## config.mk

```make
export PLATFORM = sky130hd
export DESIGN_NAME = dram_refresh_sched
export DESIGN_NICKNAME = d
export VERILOG_FILES = /design/src/rtl/dram_ref_pkg.sv /design/src/rtl/dram_ref_timer.sv /design/src/rtl/dram_ref_pend.sv /design/src/rtl/dram_ref_seq.sv /design/src/rtl/dram_refresh_sched.sv
export SDC_FILE = /design/constraint.sdc
export NUM_CORES = 1
export LEC_CHECK = 0
export BUFFER_PORTS_ARGS = -buffer_cell sky130_fd_sc_hd__buf_2
export CORE_MARGIN = 2
export CORE_UTILIZATION = 51
export CTS_CLUSTER_DIAMETER = 50
export DETAILED_ROUTE_END_ITERATION = 10
export MAX_ROUTING_LAYER = met4
export PLACE_DENSITY_LB_ADDON = 0.15
export SYNTH_ARGS = -nofsm -noshare
export SYNTH_HDL_FRONTEND = slang
export SYNTH_SLANG_ARGS = --single-unit
```

## constraint.sdc

```tcl
create_clock -name clk_i -period 2.3 [get_ports clk_i]
set_clock_uncertainty 0.05 [all_clocks]
set_input_delay 0 -clock clk_i [delete_from_list [all_inputs] [get_ports clk_i]]
set_output_delay 0 -clock clk_i [all_outputs]
set_load 0.01 [all_outputs]
```

## src/rtl/dram_ref_pkg.sv

```systemverilog
package dram_ref_pkg;

  typedef enum logic [1:0] {PH_WAIT, PH_WARM, PH_RUN} phase_e;

  typedef enum logic [1:0] {SQ_IDLE, SQ_LEAD, SQ_ACT, SQ_PRE} seq_state_e;

  function automatic int ns2cyc_up(input int ns, input int clk_ns);
    int c;
    c = (ns + clk_ns - 1) / clk_ns;
    return (c < 1) ? 1 : c;
  endfunction

  function automatic int max2(input int a, input int b);
    return (a > b) ? a : b;
  endfunction

endpackage

```

## src/rtl/dram_ref_timer.sv

```systemverilog
module dram_ref_timer #(
  parameter int PWRUP_CYC = 20000,
  parameter int REFI_CYC  = 1562
) (
  input  logic clk_i,
  input  logic rst_ni,
  input  logic run_i,
  output logic pwr_ok_o,
  output logic tick_o
);
  localparam int PW_W = $clog2(PWRUP_CYC + 1);
  localparam int RF_W = $clog2(REFI_CYC + 1);

  logic [PW_W-1:0] pw_q;
  logic [RF_W-1:0] rf_q;

  assign pwr_ok_o = (pw_q == PW_W'(PWRUP_CYC - 1));
  assign tick_o   = run_i && (rf_q == RF_W'(REFI_CYC - 1));

  // power-up counter holds at its limit
  always_ff @(posedge clk_i or negedge rst_ni) begin
    if (!rst_ni)        pw_q <= '0;
    else if (!pwr_ok_o) pw_q <= pw_q + 1'b1;
  end

  // interval counter runs only in the operating phase
  always_ff @(posedge clk_i or negedge rst_ni) begin
    if (!rst_ni)      rf_q <= '0;
    else if (!run_i)  rf_q <= '0;
    else if (tick_o)  rf_q <= '0;
    else              rf_q <= rf_q + 1'b1;
  end

  generate
    if (REFI_CYC > 1) begin : g_gap
      p_tick_gap_r7: assert property (@(posedge clk_i) disable iff (!rst_ni)
        tick_o |=> !tick_o);
    end
  endgenerate

endmodule

```

## src/rtl/dram_ref_pend.sv

```systemverilog
module dram_ref_pend #(
  parameter int MAX_PEND = 8,
  parameter int CNT_W    = 4
) (
  input  logic clk_i,
  input  logic rst_ni,
  input  logic inc_i,
  input  logic dec_i,
  output logic nz_o
);
  logic [CNT_W-1:0] cnt_q;

  assign nz_o = (cnt_q != '0);

  // saturating up/down count of refreshes owed
  always_ff @(posedge clk_i or negedge rst_ni) begin
    if (!rst_ni) cnt_q <= '0;
    else if (inc_i && !dec_i) begin
      if (cnt_q != CNT_W'(MAX_PEND)) cnt_q <= cnt_q + 1'b1;
    end else if (dec_i && !inc_i) begin
      cnt_q <= cnt_q - 1'b1;
    end
  end

  p_pend_cap_r9: assert property (@(posedge clk_i) disable iff (!rst_ni)
    cnt_q <= CNT_W'(MAX_PEND));

  p_pend_step_r9: assert property (@(posedge clk_i) disable iff (!rst_ni)
    (cnt_q == $past(cnt_q)) || (cnt_q == $past(cnt_q) + 1'b1) ||
    (cnt_q == $past(cnt_q) - 1'b1));

  p_no_under_r9: assert property (@(posedge clk_i) disable iff (!rst_ni)
    dec_i |-> nz_o);

endmodule

```

## src/rtl/dram_ref_seq.sv

```systemverilog
module dram_ref_seq
  import dram_ref_pkg::*;
#(
  parameter int CSR_CYC = 1,
  parameter int CHR_CYC = 1,
  parameter int RAS_CYC = 6,
  parameter int PRE_CYC = 5
) (
  input  logic clk_i,
  input  logic rst_ni,
  input  logic start_i,
  output logic busy_o,
  output logic ras_n_o,
  output logic cas_n_o
);
  localparam int LONG = max2(max2(CSR_CYC, RAS_CYC), PRE_CYC);
  localparam int CW   = $clog2(LONG + 1);

  seq_state_e    st_q;
  logic [CW-1:0] cnt_q;
  logic          ras_q, cas_q;

  assign busy_o  = (st_q != SQ_IDLE);
  assign ras_n_o = ras_q;
  assign cas_n_o = cas_q;

  always_ff @(posedge clk_i or negedge rst_ni) begin
    if (!rst_ni) begin
      st_q  <= SQ_IDLE;
      cnt_q <= '0;
      ras_q <= 1'b1;
      cas_q <= 1'b1;
    end else begin
      case (st_q)
        SQ_IDLE: if (start_i) begin
          st_q  <= SQ_LEAD;
          cas_q <= 1'b0;
          cnt_q <= CW'(CSR_CYC - 1);
        end
        SQ_LEAD: if (cnt_q == '0) begin
          st_q  <= SQ_ACT;
          ras_q <= 1'b0;
          cnt_q <= CW'(RAS_CYC - 1);
        end else cnt_q <= cnt_q - 1'b1;
        SQ_ACT: begin
          // release CAS once RAS has been low for the hold time
          if (cnt_q == CW'(RAS_CYC - CHR_CYC)) cas_q <= 1'b1;
          if (cnt_q == '0) begin
            st_q  <= SQ_PRE;
            ras_q <= 1'b1;
            cnt_q <= CW'(PRE_CYC - 1);
          end else cnt_q <= cnt_q - 1'b1;
        end
        SQ_PRE: if (cnt_q == '0) st_q <= SQ_IDLE;
                else cnt_q <= cnt_q - 1'b1;
        default: st_q <= SQ_IDLE;
      endcase
    end
  end

  p_cbr_order_r4: assert property (@(posedge clk_i) disable iff (!rst_ni)
    $fell(ras_q) |-> !cas_q);

  p_cas_rel_r4: assert property (@(posedge clk_i) disable iff (!rst_ni)
    $rose(cas_q) |-> !ras_q);

  p_start_idle_r6: assert property (@(posedge clk_i) disable iff (!rst_ni)
    $fell(cas_q) |-> $past(st_q) == SQ_IDLE);

endmodule

```

## src/rtl/dram_refresh_sched.sv

```systemverilog
module dram_refresh_sched
  import dram_ref_pkg::*;
#(
  parameter int CLK_NS        = 10,
  parameter bit LOW_POWER     = 1'b0,
  parameter int N_WARM        = 8,
  parameter int MAX_PEND      = 8,
  parameter int T_PWRUP_NS    = 200000,
  parameter int T_REFI_STD_NS = 15625,
  parameter int T_REFI_LP_NS  = 125000,
  parameter int T_CSR_NS      = 5,
  parameter int T_CHR_NS      = 10,
  parameter int T_RAS_NS      = 60,
  parameter int T_RP_NS       = 40,
  parameter int T_RC_NS       = 110
) (
  input  logic clk_i,
  input  logic rst_ni,
  input  logic gnt_i,
  output logic req_o,
  output logic init_done_o,
  output logic ras_n_o,
  output logic cas_n_o,
  output logic we_n_o
);
  localparam int C_CSR   = ns2cyc_up(T_CSR_NS, CLK_NS);
  localparam int C_CHR   = ns2cyc_up(T_CHR_NS, CLK_NS);
  localparam int C_RAS   = max2(ns2cyc_up(T_RAS_NS, CLK_NS), C_CHR);
  localparam int C_PRE   = max2(ns2cyc_up(T_RP_NS, CLK_NS),
                                ns2cyc_up(T_RC_NS, CLK_NS) - C_RAS);
  localparam int C_BUSY  = C_CSR + C_RAS + C_PRE;
  localparam int C_PWRUP = ns2cyc_up(T_PWRUP_NS, CLK_NS);
  localparam int REFI_NS = LOW_POWER ? T_REFI_LP_NS : T_REFI_STD_NS;
  localparam int C_REFI  = max2(REFI_NS / CLK_NS, C_BUSY + 1);
  localparam int PEND_W  = $clog2(MAX_PEND + 1);
  localparam int WARM_W  = $clog2(N_WARM + 1);

  phase_e            ph_q;
  logic [WARM_W-1:0] warm_q;
  logic              pwr_ok, tick, pend_nz;
  logic              seq_busy, seq_idle, seq_start, run_start, run;

  assign run       = (ph_q == PH_RUN);
  assign seq_idle  = !seq_busy;
  assign run_start = run && seq_start;

  always_comb begin
    seq_start = 1'b0;
    case (ph_q)
      PH_WARM: seq_start = seq_idle && (warm_q != '0);
      PH_RUN:  seq_start = seq_idle && pend_nz && gnt_i;
      default: seq_start = 1'b0;
    endcase
  end

  always_ff @(posedge clk_i or negedge rst_ni) begin
    if (!rst_ni) begin
      ph_q   <= PH_WAIT;
      warm_q <= WARM_W'(N_WARM);
    end else begin
      case (ph_q)
        PH_WAIT: if (pwr_ok) ph_q <= PH_WARM;
        PH_WARM: begin
          if (seq_start)                     warm_q <= warm_q - 1'b1;
          else if (seq_idle && warm_q == '0) ph_q <= PH_RUN;
        end
        default: ph_q <= PH_RUN;
      endcase
    end
  end

  dram_ref_timer #(
    .PWRUP_CYC (C_PWRUP),
    .REFI_CYC  (C_REFI)
  ) u_timer (
    .clk_i    (clk_i),
    .rst_ni   (rst_ni),
    .run_i    (run),
    .pwr_ok_o (pwr_ok),
    .tick_o   (tick)
  );

  dram_ref_pend #(
    .MAX_PEND (MAX_PEND),
    .CNT_W    (PEND_W)
  ) u_pend (
    .clk_i  (clk_i),
    .rst_ni (rst_ni),
    .inc_i  (tick),
    .dec_i  (run_start),
    .nz_o   (pend_nz)
  );

  dram_ref_seq #(
    .CSR_CYC (C_CSR),
    .CHR_CYC (C_CHR),
    .RAS_CYC (C_RAS),
    .PRE_CYC (C_PRE)
  ) u_seq (
    .clk_i   (clk_i),
    .rst_ni  (rst_ni),
    .start_i (seq_start),
    .busy_o  (seq_busy),
    .ras_n_o (ras_n_o),
    .cas_n_o (cas_n_o)
  );

  assign init_done_o = run;
  assign req_o       = run && (pend_nz || seq_busy);
  assign we_n_o      = 1'b1;  // never a test-mode entry

  p_quiet_powerup_r2: assert property (@(posedge clk_i) disable iff (!rst_ni)
    (ph_q == PH_WAIT) |-> (ras_n_o && cas_n_o && !req_o));

  p_done_sticky_r3: assert property (@(posedge clk_i) disable iff (!rst_ni)
    init_done_o |=> init_done_o);

  p_grant_first_r8: assert property (@(posedge clk_i) disable iff (!rst_ni)
    (init_done_o && $fell(cas_n_o)) |-> $past(gnt_i));

endmodule

```

==> reports/results.txt <==
Max frequency: 432 MHz
Synth warn: 0
Core area: 4380 um^2
Hold Violations, Final: 0
HP Class: in -> reg
GRT Total Usage: 18.3%
Crit-path cells: inv_2, ha_4, nand2_2, o32a_4, nand2_4, ha_4, a21o_1, a21o_1, nor3_2, a31o_2, a21oi_1
Worst-skew pair later-pin latency: 0.30 ns
Post-synth EDFFs: 0
FP Rows: 24
Max Cap Viol: 0
First-pass GRT wire length: 7070 um
RSZ-0062 raised after global routing: yes
WHS: 0.292 ns
Most frequent cells in the layout: dfrtp_1 (40), nor2_1 (24), xor2_1 (15), buf_4 (15), inv_1 (14)
Total Wirelength: 4040 um
Slowest CP cell: dfrtp_1
Synthesized area: 2350 um^2
Initial Utilization: 53.6%
Pleak: 1.28 nW
Crit. Startpoint: ph_q[1]
Peak supply drop: 0.000834 V
CTS sink count: 43
Synth Register Bits: 43
Failing checks: negative setup slack
Nets: 270
Post-synthesis cell count: 224
Distinct cells, synth: 51
Die W: 71.9 um
Final HPWL DP: 2790 um
# diodes: 0
Top Family by Delay on Critical Path: compound AO/OA/AOI/OAI gates
DRC viols: 0
Startpoint Class: register
Routed vias: 1,640
Final core occ: 62.8%
Critical path required time: 2.43 ns
GP Congestion: 0.765
Num ports: 8
H-Tree Depth: 2
Critical path buffer and inverter count: 1
Largest net degree at the start of global routing: 44
DR WL/cell: 13.3 um
Clock buffer depth: 2
Average size of a mapped cell: 10.5 um^2
Share of the synthesized area in the top cell type: 42.6%
Least-Margin Pin Slew: 0.935 ns
P per Cell Area: 891 nW/um^2
Vias in the first global route: 1,605
Critical path endpoint category: register
Worst-path clk slew: 0.08 ns
Arrival time at the worst endpoint: 2.45 ns
Synth area leader: dfrtp_1
Post-synth net total: 244
Clk root buf: clkbuf_8
Critical R2R Launch: ph_q[1]
Tmin final: 2.31 ns
DRT iter0 DRCs: 72
TritonCTS Buffers: 5
Commonest non-fill, non-tap cell in the layout: dfrtp_1
Power consumption: 2.45 mW
Antenna violations before repair: 0
FFs w/ async S/R, synth: 100%
Slew headroom: 37.7%
Setup TNS Final: -0.0146 ns
Post-route ant nets: 0
Die area: 5160 um^2
Vert. Die Dim: 71.9 um
Layout area overhead: 17.3%
Ys flop type: dfrtp_1
Worst Path Max Fanout: 3
Slew Limit Fails: 0
I/O Buffers: 6
Outcome: finished, violations left
1st-pass router iterations: 4
Crit Path Class: reg -> reg
CTS tree: done
Overflow after GRT: 0
Fin worst setup slack: -0.0146 ns
Fin crit share: 101%
Count of final setup violators: 1
Crit-path max cell delay: 0.43 ns
Sequential area share after synthesis: 46.0%
Worst hold start: gnt_i
Fraction of layout cells with a size suffix above 1: 22.7%
Synth top area cells: dfrtp_1 (43%), ha_1 (8.5%), xor2_1 (5.6%)
Vias per cell: 5.41
==> synthesized netlist by cell type (2+ instances only) <==
master    instances
a22o_1            2
dfstp_2           3
nor4_1            3
nand2_1          14
nor3_1            6
dfrtp_1          40
o21ai_0           4
ha_1             16
a21oi_1           7
inv_1            16
nand2b_1          2
a21o_1            4
mux2_4            2
and3_1            4
nand4_1           6
a41o_1            2
xnor2_1          11
xor2_1           15
nor2_1           24
nand3_1           8
and3_2            2
a31oi_1           3
mux2_2            2
==> logic make-up after synthesis <==
kind of cell / after synthesis / synth area share, %
AO/OA/AOI/OAI: 32 / 10.9
XOR/XNOR: 26 / 9.70
adder cells (fa/ha/maj): 17 / 9.38
buffers and inverters: 19 / 3.25
flip-flops: 43 / 46.0
multiplexers: 5 / 2.66
other: 1 / 0.160
AND/OR/NAND/NOR: 81 / 18.0
==> metrics by stage <==
step / setup WS (ns) / cells / area, um^2
6_report: -0.0146 / 303 / 2750
5_1_grt: -0.138 / 303 / 2750
4_1_cts: 0.0111 / 303 / 2750
3_5_place_dp: -0.0154 / 293 / 2590
3_3_place_gp: 0.0346 / 293 / 2590
2_1_floorplan: 0.0131 / 224 / 2410
==> path summary, 6_finish.rpt <==
kind / endpoint / slack (ns) / cells past startpoint
worst max-delay path: u_pend.cnt_q[3] / -0.01 / 11
worst min-delay path: u_seq.cas_n_o / 0.29 / 5
worst max register to register: u_pend.cnt_q[3] / -0.01 / 11
worst min register to register: u_timer.pw_q[11] / 0.42 / 1
max in group asynchronous: u_seq.cnt_q[2] / 1.29 / 2
min in group asynchronous: u_pend.cnt_q[2] / 0.33 / 2
==> layer usage <==
layer | vias to the layer above | global-route usage, % | wire length (um)
li1 | 823 | - | -
met1 | 788 | 23.4 | 1920
met2 | 23 | 29.2 | 1910
met3 | 6 | 4.64 | 156
met4 | 0 | 5.03 | 48
met5 | - | - | 0
==> state kept, by name, indices dropped and copies added (netlist names) <==
name           flops
u_seq.cas_n_o      1
u_pend.cnt_q       4
u_timer.pw_q      15
ph_q               2
u_timer.rf_q      11
u_seq.st_q         2
warm_q             4
u_seq.ras_n_o      1
u_seq.cnt_q        3
==> layout make-up <==
class | instances | area, um^2
fill | 352 | 1630
inverter | 16 | 60.1
clock inverter | 2 | 60.1
timing repair buffer | 22 | 153
clock buffer | 6 | 72.6
sequential | 43 | 1080
tap | 52 | 65.1
multi-input combinational | 162 | 1260
==> tightest hold or removal path: cells and delay by family <==
family                 cells  cell delay [ns]
AO/OA/AOI/OAI              3             0.42
buffers and inverters      1             0.11
AND/OR/NAND/NOR            1             0.08
==> timing repair <==
item / 4_1_cts / 5_1_grt
hold buffers: 1 / 0
hold endpoints to repair: 40 / 0
buffers inserted: 1 / 0
setup endpoints to repair: 1 / 1
resized for setup: 1 / 1
==> where the power goes <==
group          switching, mW  total, mW  internal, mW
logic                  0.425      0.831         0.406
clock network          0.263      0.698         0.434
registers             0.0663      0.925         0.858
total                  0.755       2.45          1.70
(Power assumes the default switching activity.)
